`src/rtl/i2c_tgt_pkg.sv`:
```
package i2c_tgt_pkg;

    localparam int BYTE_W  = 8;
    localparam int STRAP_W = 3;
    localparam int CNT_W   = $clog2(BYTE_W + 1);
    localparam logic [6-STRAP_W:0] ADDR_HI = 4'b1011;

    typedef enum logic [2:0] {
        ST_IDLE,
        ST_ADDR,
        ST_ADDR_ACK,
        ST_WR_DATA,
        ST_WR_ACK,
        ST_RD_DATA,
        ST_RD_ACK,
        ST_RD_WAIT
    } tgt_state_e;

    typedef struct packed {
        logic start;
        logic stop;
        logic rise;
        logic fall;
        logic sda;
    } bus_evt_t;

    function automatic logic addr_hit(input logic [BYTE_W-1:0] b,
                                      input logic [STRAP_W-1:0] lo);
        return b[BYTE_W-1:1] == {ADDR_HI, lo};
    endfunction

endpackage

```
`src/rtl/i2c_tgt_line_sync.sv`:
```
module i2c_tgt_line_sync
    import i2c_tgt_pkg::*;
#(
    parameter int STAGES = 2
) (
    input  logic     clk,
    input  logic     rst,
    input  logic     scl_i,
    input  logic     sda_i,
    output bus_evt_t ev_o
);
    localparam int LANES = 2;

    logic [LANES-1:0] raw;
    logic [LANES-1:0] now_s;
    logic [LANES-1:0] prev_s;

    assign raw = {sda_i, scl_i};

    for (genvar g = 0; g < LANES; g++) begin : g_lane
        logic [STAGES-1:0] chain;
        always_ff @(posedge clk) begin
            if (rst) begin
                chain     <= '1;
                prev_s[g] <= 1'b1;
            end else begin
                chain     <= {chain[STAGES-2:0], raw[g]};
                prev_s[g] <= chain[STAGES-1];
            end
        end
        assign now_s[g] = chain[STAGES-1];
    end

    always_comb begin
        ev_o.start = now_s[0] & prev_s[0] & prev_s[1] & ~now_s[1];
        ev_o.stop  = now_s[0] & prev_s[0] & ~prev_s[1] & now_s[1];
        ev_o.rise  = now_s[0] & ~prev_s[0];
        ev_o.fall  = ~now_s[0] & prev_s[0];
        ev_o.sda   = now_s[1];
    end

endmodule

```
`src/rtl/i2c_tgt_strap.sv`:
```
module i2c_tgt_strap
    import i2c_tgt_pkg::*;
(
    input  logic               clk,
    input  logic               rst,
    input  logic [STRAP_W-1:0] strap_i,
    output logic [STRAP_W-1:0] addr_lo_o
);
    always_ff @(posedge clk) begin
        if (rst) addr_lo_o <= strap_i;
    end

    assert_strap_frozen_R2: assert property (@(posedge clk) disable iff (rst)
        !$past(rst) |-> $stable(addr_lo_o));

endmodule

```
`src/rtl/i2c_tgt_engine.sv`:
```
module i2c_tgt_engine
    import i2c_tgt_pkg::*;
(
    input  logic               clk,
    input  logic               rst,
    input  bus_evt_t           ev,
    input  logic [STRAP_W-1:0] addr_lo,
    input  logic [BYTE_W-1:0]  tx_data_i,
    output logic               sda_oe_o,
    output logic               evt_start_o,
    output logic               evt_stop_o,
    output logic               rx_valid_o,
    output logic [BYTE_W-1:0]  rx_data_o,
    output logic               rw_o,
    output logic               tx_take_o
);
    localparam logic [CNT_W-1:0] FULL = CNT_W'(BYTE_W);

    tgt_state_e        state;
    logic [BYTE_W-1:0] shreg;
    logic [CNT_W-1:0]  cnt;
    logic              mack;

    always_ff @(posedge clk) begin
        if (rst) begin
            state       <= ST_IDLE;
            shreg       <= '0;
            cnt         <= '0;
            mack        <= 1'b0;
            sda_oe_o    <= 1'b0;
            evt_start_o <= 1'b0;
            evt_stop_o  <= 1'b0;
            rx_valid_o  <= 1'b0;
            rx_data_o   <= '0;
            rw_o        <= 1'b0;
            tx_take_o   <= 1'b0;
        end else begin
            evt_start_o <= 1'b0;
            evt_stop_o  <= 1'b0;
            rx_valid_o  <= 1'b0;
            tx_take_o   <= 1'b0;
            if (ev.start) begin
                state       <= ST_ADDR;
                cnt         <= '0;
                sda_oe_o    <= 1'b0;
                evt_start_o <= 1'b1;
            end else if (ev.stop) begin
                state      <= ST_IDLE;
                sda_oe_o   <= 1'b0;
                evt_stop_o <= 1'b1;
            end else begin
                unique case (state)
                    ST_IDLE: ;
                    ST_ADDR: begin
                        if (ev.rise) begin
                            shreg <= {shreg[BYTE_W-2:0], ev.sda};
                            cnt   <= cnt + 1'b1;
                        end else if (ev.fall && cnt == FULL) begin
                            if (addr_hit(shreg, addr_lo)) begin
                                rw_o     <= shreg[0];
                                sda_oe_o <= 1'b1;
                                state    <= ST_ADDR_ACK;
                            end else begin
                                state <= ST_IDLE;
                            end
                        end
                    end
                    ST_ADDR_ACK, ST_WR_ACK: begin
                        if (ev.fall) begin
                            cnt <= '0;
                            if (state == ST_ADDR_ACK && rw_o) begin
                                shreg     <= tx_data_i;
                                sda_oe_o  <= ~tx_data_i[BYTE_W-1];
                                tx_take_o <= 1'b1;
                                state     <= ST_RD_DATA;
                            end else begin
                                sda_oe_o <= 1'b0;
                                state    <= ST_WR_DATA;
                            end
                        end
                    end
                    ST_WR_DATA: begin
                        if (ev.rise) begin
                            shreg <= {shreg[BYTE_W-2:0], ev.sda};
                            cnt   <= cnt + 1'b1;
                        end else if (ev.fall && cnt == FULL) begin
                            rx_valid_o <= 1'b1;
                            rx_data_o  <= shreg;
                            sda_oe_o   <= 1'b1;
                            state      <= ST_WR_ACK;
                        end
                    end
                    ST_RD_DATA: begin
                        if (ev.rise) begin
                            cnt <= cnt + 1'b1;
                        end else if (ev.fall) begin
                            if (cnt == FULL) begin
                                sda_oe_o <= 1'b0;
                                state    <= ST_RD_ACK;
                            end else begin
                                shreg    <= {shreg[BYTE_W-2:0], 1'b0};
                                sda_oe_o <= ~shreg[BYTE_W-2];
                            end
                        end
                    end
                    ST_RD_ACK: begin
                        if (ev.rise) begin
                            mack <= ~ev.sda;
                        end else if (ev.fall) begin
                            cnt <= '0;
                            if (mack) begin
                                shreg     <= tx_data_i;
                                sda_oe_o  <= ~tx_data_i[BYTE_W-1];
                                tx_take_o <= 1'b1;
                                state     <= ST_RD_DATA;
                            end else begin
                                state <= ST_RD_WAIT;
                            end
                        end
                    end
                    ST_RD_WAIT: ;
                    default: state <= ST_IDLE;
                endcase
            end
        end
    end

    assert_idle_released_R4: assert property (@(posedge clk) disable iff (rst)
        (state == ST_IDLE) |-> !sda_oe_o);

    assert_nack_quiet_R7: assert property (@(posedge clk) disable iff (rst)
        (state == ST_RD_WAIT) |-> (!sda_oe_o && !tx_take_o));

    assert_rx_only_write_R5: assert property (@(posedge clk) disable iff (rst)
        rx_valid_o |-> !rw_o);

    assert_take_only_read_R6: assert property (@(posedge clk) disable iff (rst)
        tx_take_o |-> rw_o);

    assert_sda_moves_on_low_R5: assert property (@(posedge clk) disable iff (rst)
        (!$stable(sda_oe_o) && !$past(ev.start) && !$past(ev.stop)) |-> $past(ev.fall));

endmodule

```
`src/rtl/i2c_strap_target.sv`:
```
module i2c_strap_target
    import i2c_tgt_pkg::*;
#(
    parameter int SYNC_STAGES = 2
) (
    input  logic       clk,
    input  logic       rst,
    input  logic [2:0] strap_i,
    input  logic       scl_i,
    input  logic       sda_i,
    output logic       sda_oe_o,
    output logic       evt_start_o,
    output logic       evt_stop_o,
    output logic       rx_valid_o,
    output logic [7:0] rx_data_o,
    output logic       rw_o,
    input  logic [7:0] tx_data_i,
    output logic       tx_take_o
);
    bus_evt_t           ev;
    logic [STRAP_W-1:0] addr_lo;

    i2c_tgt_line_sync #(.STAGES(SYNC_STAGES)) u_sync (
        .clk   (clk),
        .rst   (rst),
        .scl_i (scl_i),
        .sda_i (sda_i),
        .ev_o  (ev)
    );

    i2c_tgt_strap u_strap (
        .clk       (clk),
        .rst       (rst),
        .strap_i   (strap_i),
        .addr_lo_o (addr_lo)
    );

    i2c_tgt_engine u_eng (
        .clk         (clk),
        .rst         (rst),
        .ev          (ev),
        .addr_lo     (addr_lo),
        .tx_data_i   (tx_data_i),
        .sda_oe_o    (sda_oe_o),
        .evt_start_o (evt_start_o),
        .evt_stop_o  (evt_stop_o),
        .rx_valid_o  (rx_valid_o),
        .rx_data_o   (rx_data_o),
        .rw_o        (rw_o),
        .tx_take_o   (tx_take_o)
    );

endmodule

```
`config.mk`:
```
export PLATFORM = sky130hd
export DESIGN_NAME = i2c_strap_target
export DESIGN_NICKNAME = d
export VERILOG_FILES = /design/src/rtl/i2c_tgt_pkg.sv /design/src/rtl/i2c_tgt_line_sync.sv /design/src/rtl/i2c_tgt_strap.sv /design/src/rtl/i2c_tgt_engine.sv /design/src/rtl/i2c_strap_target.sv
export SDC_FILE = /design/constraint.sdc
export NUM_CORES = 1
export LEC_CHECK = 0
export ABC_AREA = 1
export BUFFER_PORTS_ARGS = -buffer_cell sky130_fd_sc_hd__buf_2
export CORE_ASPECT_RATIO = 1.2
export CORE_UTILIZATION = 30
export CTS_CLUSTER_DIAMETER = 30
export DETAILED_ROUTE_END_ITERATION = 10
export GPL_TIMING_DRIVEN = 0
export SYNTH_ARGS = -nofsm -noshare
export SYNTH_HDL_FRONTEND = slang
export SYNTH_SLANG_ARGS = --single-unit
```
`constraint.sdc`:
```
create_clock -name clk -period 1.85 [get_ports clk]
set_clock_uncertainty 0.1 [all_clocks]
set_input_delay 0.185 -clock clk [delete_from_list [all_inputs] [get_ports clk]]
set_output_delay 0.185 -clock clk [all_outputs]
set_load 0.01 [all_outputs]
```
Word level (Yosys, flattened, before mapping)
Index checks and enable logic that the tools add are counted.
Widths: inputs -> output; s select.
{"block": "totals", "register_bits": 39, "input_bits": 15, "output_inout_bits": 14, "wordCells": 142}
{"block": "op_classes", "add_sub_neg": 1, "n_eq_ne": 34, "muxes": 53, "bitwise_logic": 17, "reduce_logical": 20}
{"operator": "$mux 8", "n": 9}
{"operator": "$mux 3", "n": 11}
{"operator": "$pmux 8 s4", "n": 1}
{"operator": "$ne 4x3->1 const B", "n": 6}
{"operator": "$reduce_and 12->1", "n": 2}
{"operator": "$mux 1", "n": 23}
{"operator": "$ne 2x1->1 const B", "n": 11}
{"operator": "$reduce_and 11->1", "n": 2}
{"operator": "$ne 4x4->1 const B", "n": 4}
{"operator": "$pmux 3 s5", "n": 1}
{"operator": "$mux 4", "n": 3}
{"operator": "$pmux 4 s3", "n": 1}
{"operator": "$ne 2x2->1 const B", "n": 5}
{"operator": "$not 1->1", "n": 10}
{"operator": "$eq 3x3->1 const B", "n": 3}
{"operator": "$reduce_and 4->1", "n": 2}
{"operator": "$and 1x1->1", "n": 7}
{"operator": "$eq 7x7->1", "n": 1}
{"operator": "$reduce_bool 7->1", "n": 1}
{"operator": "$eq 3x2->1 const B", "n": 2}
{"operator": "$reduce_and 6->1", "n": 1}
{"operator": "$reduce_or 2->1", "n": 3}
{"operator": "$reduce_or 3->1", "n": 2}
{"operator": "$pmux 1 s5", "n": 1}
{"operator": "other kinds (11)", "n": 13}

Logic depth before layout (Yosys ltp)
{"block": "logic_depth", "word_depth": 8, "ltp_mapped": 13, "ltp_nobuf": 13}

By module
Synthesis repeated with hierarchy kept, for this count alone.
{"block": "unflattened", "cells_unflattened": 305, "hier_area_um2": 2134.5}
{"mod": "i2c_tgt_engine", "instances": 1, "cells_per_inst": 277, "area_per_inst_um2": 1839.3, "seq_area_each_um2": 600.6}
{"mod": "i2c_tgt_line_sync", "instances": 1, "cells_per_inst": 25, "area_per_inst_um2": 205.2, "seq_area_each_um2": 120.1}
{"mod": "i2c_tgt_strap", "instances": 1, "cells_per_inst": 3, "area_per_inst_um2": 90.1, "seq_area_each_um2": 90.1}

Worst setup path after synthesis
OpenSTA, ideal clock, no wires.
{"block": "synth_path", "kind": "flip-flop to flip-flop", "start": "register u_eng.cnt[0]", "end": "register u_eng.state[0]", "setup_time_ns": 0.109, "arrival_time_ns": 1.339, "required_ns": 1.641, "slack_ns": 0.303, "stages_incl_launch_ff": 14, "path_buffers": 0, "synth_period_minus_slack_ns": 1.547, "cell_sequence": "dfxtp_1 inv_1 ha_1 nand2_1 nor2_1 nand2_1 nand2_1 nand2_1 nor2_1 nand2_1 nand2_1 nand3_1 nand2_1 inv_1"}
{"block": "synth_via", "elab_chain_cells": 4, "elab_cells_between_ends": 6, "classes_between": "4 x eq/ne; 2 x reduce/logical"}
{"item": "from (decl)", "line": "i2c_tgt_engine.sv:21", "text": "logic [CNT_W-1:0] cnt;"}
{"item": "from (signal assigned)", "line": "i2c_tgt_engine.sv:57", "text": "cnt <= cnt + 1'b1;"}
{"item": "from (signal assigned)", "line": "i2c_tgt_engine.sv:85", "text": "cnt <= cnt + 1'b1;"}
{"item": "from (signal assigned)", "line": "i2c_tgt_engine.sv:95", "text": "cnt <= cnt + 1'b1;"}
{"item": "$eq 4x4->1 *", "line": "i2c_tgt_engine.sv:58, i2c_tgt_engine.sv:86, i2c_tgt_engine.sv:97"}
{"item": "$logic_and 1x1->1", "line": "i2c_tgt_engine.sv:58, i2c_tgt_engine.sv:86"}
{"item": "$ne 4x3->1 (no line)"}
{"item": "$reduce_and 11->1 (no line) *"}
{"item": "to (signal assigned)", "line": "i2c_tgt_engine.sv:62", "text": "state <= ST_ADDR_ACK;"}
{"item": "to (signal assigned)", "line": "i2c_tgt_engine.sv:90", "text": "state <= ST_WR_ACK;"}
{"item": "to (signal assigned)", "line": "i2c_tgt_engine.sv:99", "text": "state <= ST_RD_ACK;"}
{"item": "to (decl)", "line": "i2c_tgt_engine.sv:19", "text": "tgt_state_e state;"}
Every way passes the cells marked *; elsewhere a longest branch is shown, timed or not.
A chain may end at the register's enable or synchronous reset.

Final worst setup path
{"block": "layout_path", "start": "register u_eng.state[1]", "end": "register u_eng.rx_data_o[7]"}
{"block": "layout_via", "elab_chain_cells": 2}
{"item": "from (signal assigned)", "line": "i2c_tgt_engine.sv:26", "text": "state <= ST_IDLE;"}
{"item": "from (signal assigned)", "line": "i2c_tgt_engine.sv:43", "text": "state <= ST_ADDR;"}
{"item": "from (signal assigned)", "line": "i2c_tgt_engine.sv:48", "text": "state <= ST_IDLE;"}
{"item": "$eq 3x2->1", "line": "i2c_tgt_engine.sv:52", "text": "unique case (state)"}
{"item": "$reduce_and 5->1 (no line)"}
{"item": "to (signal assigned)", "line": "i2c_tgt_engine.sv:88", "text": "rx_data_o <= shreg;"}
{"item": "to (decl)", "line": "i2c_tgt_engine.sv:13", "text": "output logic [BYTE_W-1:0] rx_data_o,"}
No other way between the ends.

==> results by stage <==
Yosys:
- The synthesized design spends more area on one cell type than any other, namely sky130_fd_sc_hd__dfxtp_1.
- Counting every net in the synthesized netlist gives roughly 310.
- The fraction of registers with async set/reset is 0%.
- By area the synthesized netlist is led by sky130_fd_sc_hd__dfxtp_1 (36%), sky130_fd_sc_hd__nand2_1 (12%), sky130_fd_sc_hd__nor2_1 (8.7%).
- The count of flip-flops with a built-in enable after synthesis is 3.
- A synthesized cell averages slightly below 7 um^2.
- After synthesis the cells add up to approximately 2000 um^2.
- In the synthesized netlist, the number of instances is roughly 300.
- In this run, synthesis produced a sequential element count of 39.
- The most used flip-flop cell after synthesis is sky130_fd_sc_hd__dfxtp_1.
- The synthesis warning total is 0.
- The portion of synthesized cell area occupied by the leading cell type is between 30% and 40%.
- After synthesis, the netlist uses 32 different library cells.
- Sequential elements use 40.0% of the synthesized area.

Floorplanning:
- The die width is 77.0 um.
- The row count is 32.
- The overall die area is roughly 7100 um^2.
- The height of the die is around 90 um.
- The core footprint is approximately 6500 um^2.
- The initial utilization of the core area, before any placement, comes to 31.2%.
- The total I/O pin count is 29.

STA:
- Derived from the worst setup path, the maximum achievable clock frequency is about 0.6 GHz.
- The final count of pins violating max slew is 0.
- Counting I/O delays and the setup requirement, the final critical path takes 1.69 ns.
- Measured against its own limit, the worst slew margin works out to approximately 72%.
- The slew at the pin closest to its max-slew limit is about 0.43 ns.
- After layout, the worst setup slack is 0.164 ns.
- The hold violation total from the final report is 0.
- In the finished design, the share of the clock period the worst path needs comes to between 90% and 100%.
- Setup repair after global routing left no endpoint under its margin.
- Setup violations remaining at the end of the flow were counted as 0.

Pwr:
- The part of the total power dissipated in sequential elements is between 40% and 50%.
- In this run switching power makes up between 20% and 30% of total power.
- The worst-case IR drop observed on VDD is roughly 0.42 mV.
- Cell internal power was estimated by the tool at around 1.4 mW.
- The part of the power in combinational logic is between 10% and 20%.
- The power per cell area is slightly below 800 nW/um^2.
- The share of total power dissipated in the clock network is about 38%.
- Summed over all cells, the static leakage comes to ~1.2 nW.
- The net switching power is between 0.5 and 0.6 mW.

Hold path:
- The tightest min-delay check is of the input port to flop type.

GRT:
- The initial antenna violation count is 0.
- The met2 routing resource usage after global routing is 25.3%.
- The overall overflow remaining after global route is 0.
- Global routing consumed, over all layers together, between 10% and 20% of the routing resources.
- The via count of the first global-routing pass was ~1.8k.
- The met1 track demand over resource is about 17%.
- The busiest metal layer after global routing is met2.
- Global routing consumed, on the met3 layer, 3.18% of the routing resources.
- Entering global routing, the biggest net connects 14 pins.
- The wire length of the first global-routing pass is slightly below 8 mm.

CTS:
- After clock tree synthesis, the clock-pin slew on the worst setup and hold paths is around 0.08 ns.
- The clock net in this run drives a total of 39 sinks.
- The post-CTS repair timing setup buffer count is 0.
- The clock insertion delay at the later pin of the skew report is approximately 0.30 ns.
- TritonCTS created 5 clock buffers.
- The root buffer cell chosen for the clock tree is sky130_fd_sc_hd__clkbuf_8.
- Counting along the longest clock path gives a buffer depth of 2.
- The CTS tree is yes.
- The H-tree was split into 2 levels.

Critical path:
- The worst register-to-register path ends at u_eng.rx_data_o[7]$_SDFFE_PP0P_.
- STA puts the critical path data required time at around 1.9 ns.
- The worst register-to-register path has a setup slack of about 0.16 ns.
- In this run the worst setup path begins at u_eng.state[1]$_SDFFE_PP0P_.
- The startpoint identified for the worst register-to-register timing path is u_eng.state[1]$_SDFFE_PP0P_.
- The launching element type of the critical path is a flop.
- The critical path in this run is classified as flop to flop.
- In this run the worst setup path terminates at u_eng.rx_data_o[7]$_SDFFE_PP0P_.
- The biggest fanout along the worst timing path is 10.
- The element type at the critical path end is a flop.
- Counting cells, the worst reg-to-reg path comes to 7.
- The arrival time reported for the critical path endpoint is approximately 1.8 ns.

Layout:
- The number of nets in the layout is about 350.
- The most common cell after layout, fill and taps aside is sky130_fd_sc_hd__nand2_1.
- The repair_antennas step left the layout with diodes totalling 0.
- The layout-stage area growth over the synthesis result is 21.5%.
- The fraction of layout instances using a drive strength above 1 is 21.3%.
- The finished layout holds approximately 420 standard cells, fillers aside.
- In the layout the commonest cells are sky130_fd_sc_hd__nand2_1 (64), sky130_fd_sc_hd__inv_1 (45), sky130_fd_sc_hd__nor2_1 (45), sky130_fd_sc_hd__dfxtp_1 (35), sky130_fd_sc_hd__buf_2 (31).

Run:
- The max-capacitance violation count is 0.

Route:
- The initial detailed-routing violation count is 69.
- After detailed routing, the number of remaining DRC violations is 0.
- The total via count in the routed design is approximately 1.9k.
- After detailed routing, the average wire length per cell comes to 10.9 um.
- The routed wire length is between 4 and 5 mm.
- The average vias per placed instance is around 4.4.
- The number of detailed-route iterations in the first pass is 4.
- In this run the remaining antenna-violating nets after routing total 0.

Place:
- The sum of net half-perimeters after detailed placement is between 3 and 4 mm.
- The count of input and output buffers is 28.
- Once placement completed, the tool counted placed cells totaling slightly above 400.
- The post-placement setup slack is -0.00154 ns.
- The final weighted congestion in routability-driven placement is about 0.93.

Outcome:
- The run finished with clean final reports.
-- metrics by stage --
step	total power [mW]	setup TNS [ns]	cell area (um^2)	util [%]	hold slack, ns
after detailed placement	1.19	-0.00154	2270	35.0	0.264
after global routing	2.01	0	2460	37.9	0.0293
after floorplan	1.12	0	2020	-	0.184
final	1.90	0	2460	37.9	0.0323
after global placement	1.19	0	2270	35.0	0.263
after CTS	1.93	0	2440	37.6	0.0257
-- cell usage after synthesis (2+ instances only) --
cell and n:
sky130_fd_sc_hd__nor2_4 2, sky130_fd_sc_hd__nand2_2 3, sky130_fd_sc_hd__edfxtp_1 3, sky130_fd_sc_hd__buf_4 2
sky130_fd_sc_hd__or2_2 4, sky130_fd_sc_hd__nor4_1 2, sky130_fd_sc_hd__inv_1 45, sky130_fd_sc_hd__nand3_1 16
sky130_fd_sc_hd__a21oi_1 12, sky130_fd_sc_hd__nor2_1 47, sky130_fd_sc_hd__o21ai_0 19, sky130_fd_sc_hd__nor3_1 3
sky130_fd_sc_hd__dfxtp_1 36, sky130_fd_sc_hd__buf_2 3, sky130_fd_sc_hd__nor2_2 3, sky130_fd_sc_hd__nand3_2 4
sky130_fd_sc_hd__nand4_1 4, sky130_fd_sc_hd__ha_1 2, sky130_fd_sc_hd__nor3b_1 3, sky130_fd_sc_hd__inv_2 6
sky130_fd_sc_hd__nand2_1 66, sky130_fd_sc_hd__clkbuf_1 2
-- worst min-delay path by stage --
stage / cells after the start / slack [ns] / start / end
3_5_place_dp: 1 / 0.26 / strap_i[2] / u_strap.addr_lo_o[2]$_DFFE_PP_
3_3_place_gp: 1 / 0.26 / strap_i[2] / u_strap.addr_lo_o[2]$_DFFE_PP_
6_report: 1 / 0.03 / rst / u_strap.addr_lo_o[2]$_DFFE_PP_
4_1_cts: 1 / 0.03 / rst / u_strap.addr_lo_o[2]$_DFFE_PP_
5_1_grt: 1 / 0.03 / rst / u_strap.addr_lo_o[2]$_DFFE_PP_
2_1_floorplan: 0 / 0.18 / strap_i[0] / u_strap.addr_lo_o[0]$_DFFE_PP_
-- cells by family (layout without fill, tap and decap cells) --
logic type | after synthesis | count (layout) | share of synthesized area, %
AO/OA/AOI/OAI | 36 | 36 | 10.1
adder cells (fa/ha/maj) | 2 | 2 | 1.24
XOR/XNOR | 1 | 1 | 0.433
AND/OR/NAND/NOR | 161 | 161 | 36.9
flip-flops | 39 | 39 | 40.0
buffers and inverters | 58 | 99 | 11.3
-- metal layers --
metal,wire length (um),share of wire (%)
met5,0,0
met4,69,1.5
met3,186,4.0
met2,2250,49
met1,2110,46
-- worst max-delay path: stages (launching register included) --
cell                      delay [ns]
sky130_fd_sc_hd__dfxtp_1        0.31
sky130_fd_sc_hd__buf_4          0.16
sky130_fd_sc_hd__nand2_1        0.09
sky130_fd_sc_hd__nor2_2         0.22
sky130_fd_sc_hd__nand3_2        0.22
sky130_fd_sc_hd__buf_2          0.25
sky130_fd_sc_hd__o21ai_0        0.16
sky130_fd_sc_hd__a21oi_1        0.06
-- power by group through the flow --
stage          sequential (mW)  clock [mW]  combinational, mW
2_1_floorplan            0.924           0              0.196
3_3_place_gp             0.929           0              0.258
3_5_place_dp             0.929           0              0.261
4_1_cts                  0.909       0.747              0.270
5_1_grt                  0.916       0.783              0.313
6_report                 0.910       0.719              0.276
-- flip-flops by register name, summed over array words and instances (netlist names) --
register and count:
u_strap.addr_lo_o 3, u_sync.g_lane.chain 4, u_eng.rx_valid_o 1, u_eng.evt_start_o 1
u_eng.rw_o 1, u_eng.mack 1, u_eng.rx_data_o 8, u_eng.evt_stop_o 1
u_eng.sda_oe_o 1, u_eng.shreg 8, u_eng.tx_take_o 1, u_eng.state 3
u_sync.prev_s 2, u_eng.cnt 4
-- area by class of cell --
cell class,count,area (um^2)
Fill cell,736,4030
Buffer,7,37.5
Inverter,51,191
Clock buffer,5,68.8
Multi-Input combinational cell,200,1010
Clock inverter,3,43.8
Sequential cell,39,812
Timing Repair Buffer,33,190
Tap cell,85,106
-- what timing repair did --
action / 4_1_cts / 5_1_grt
hold buffers: 5 / 0
endpoints found under the hold margin: 5 / 0
setup endpoints to repair: 1 / 12
resized for setup: 1 / 8
pin swaps: 0 / 0
No activity file was read; power rests on OpenSTA's default activity.
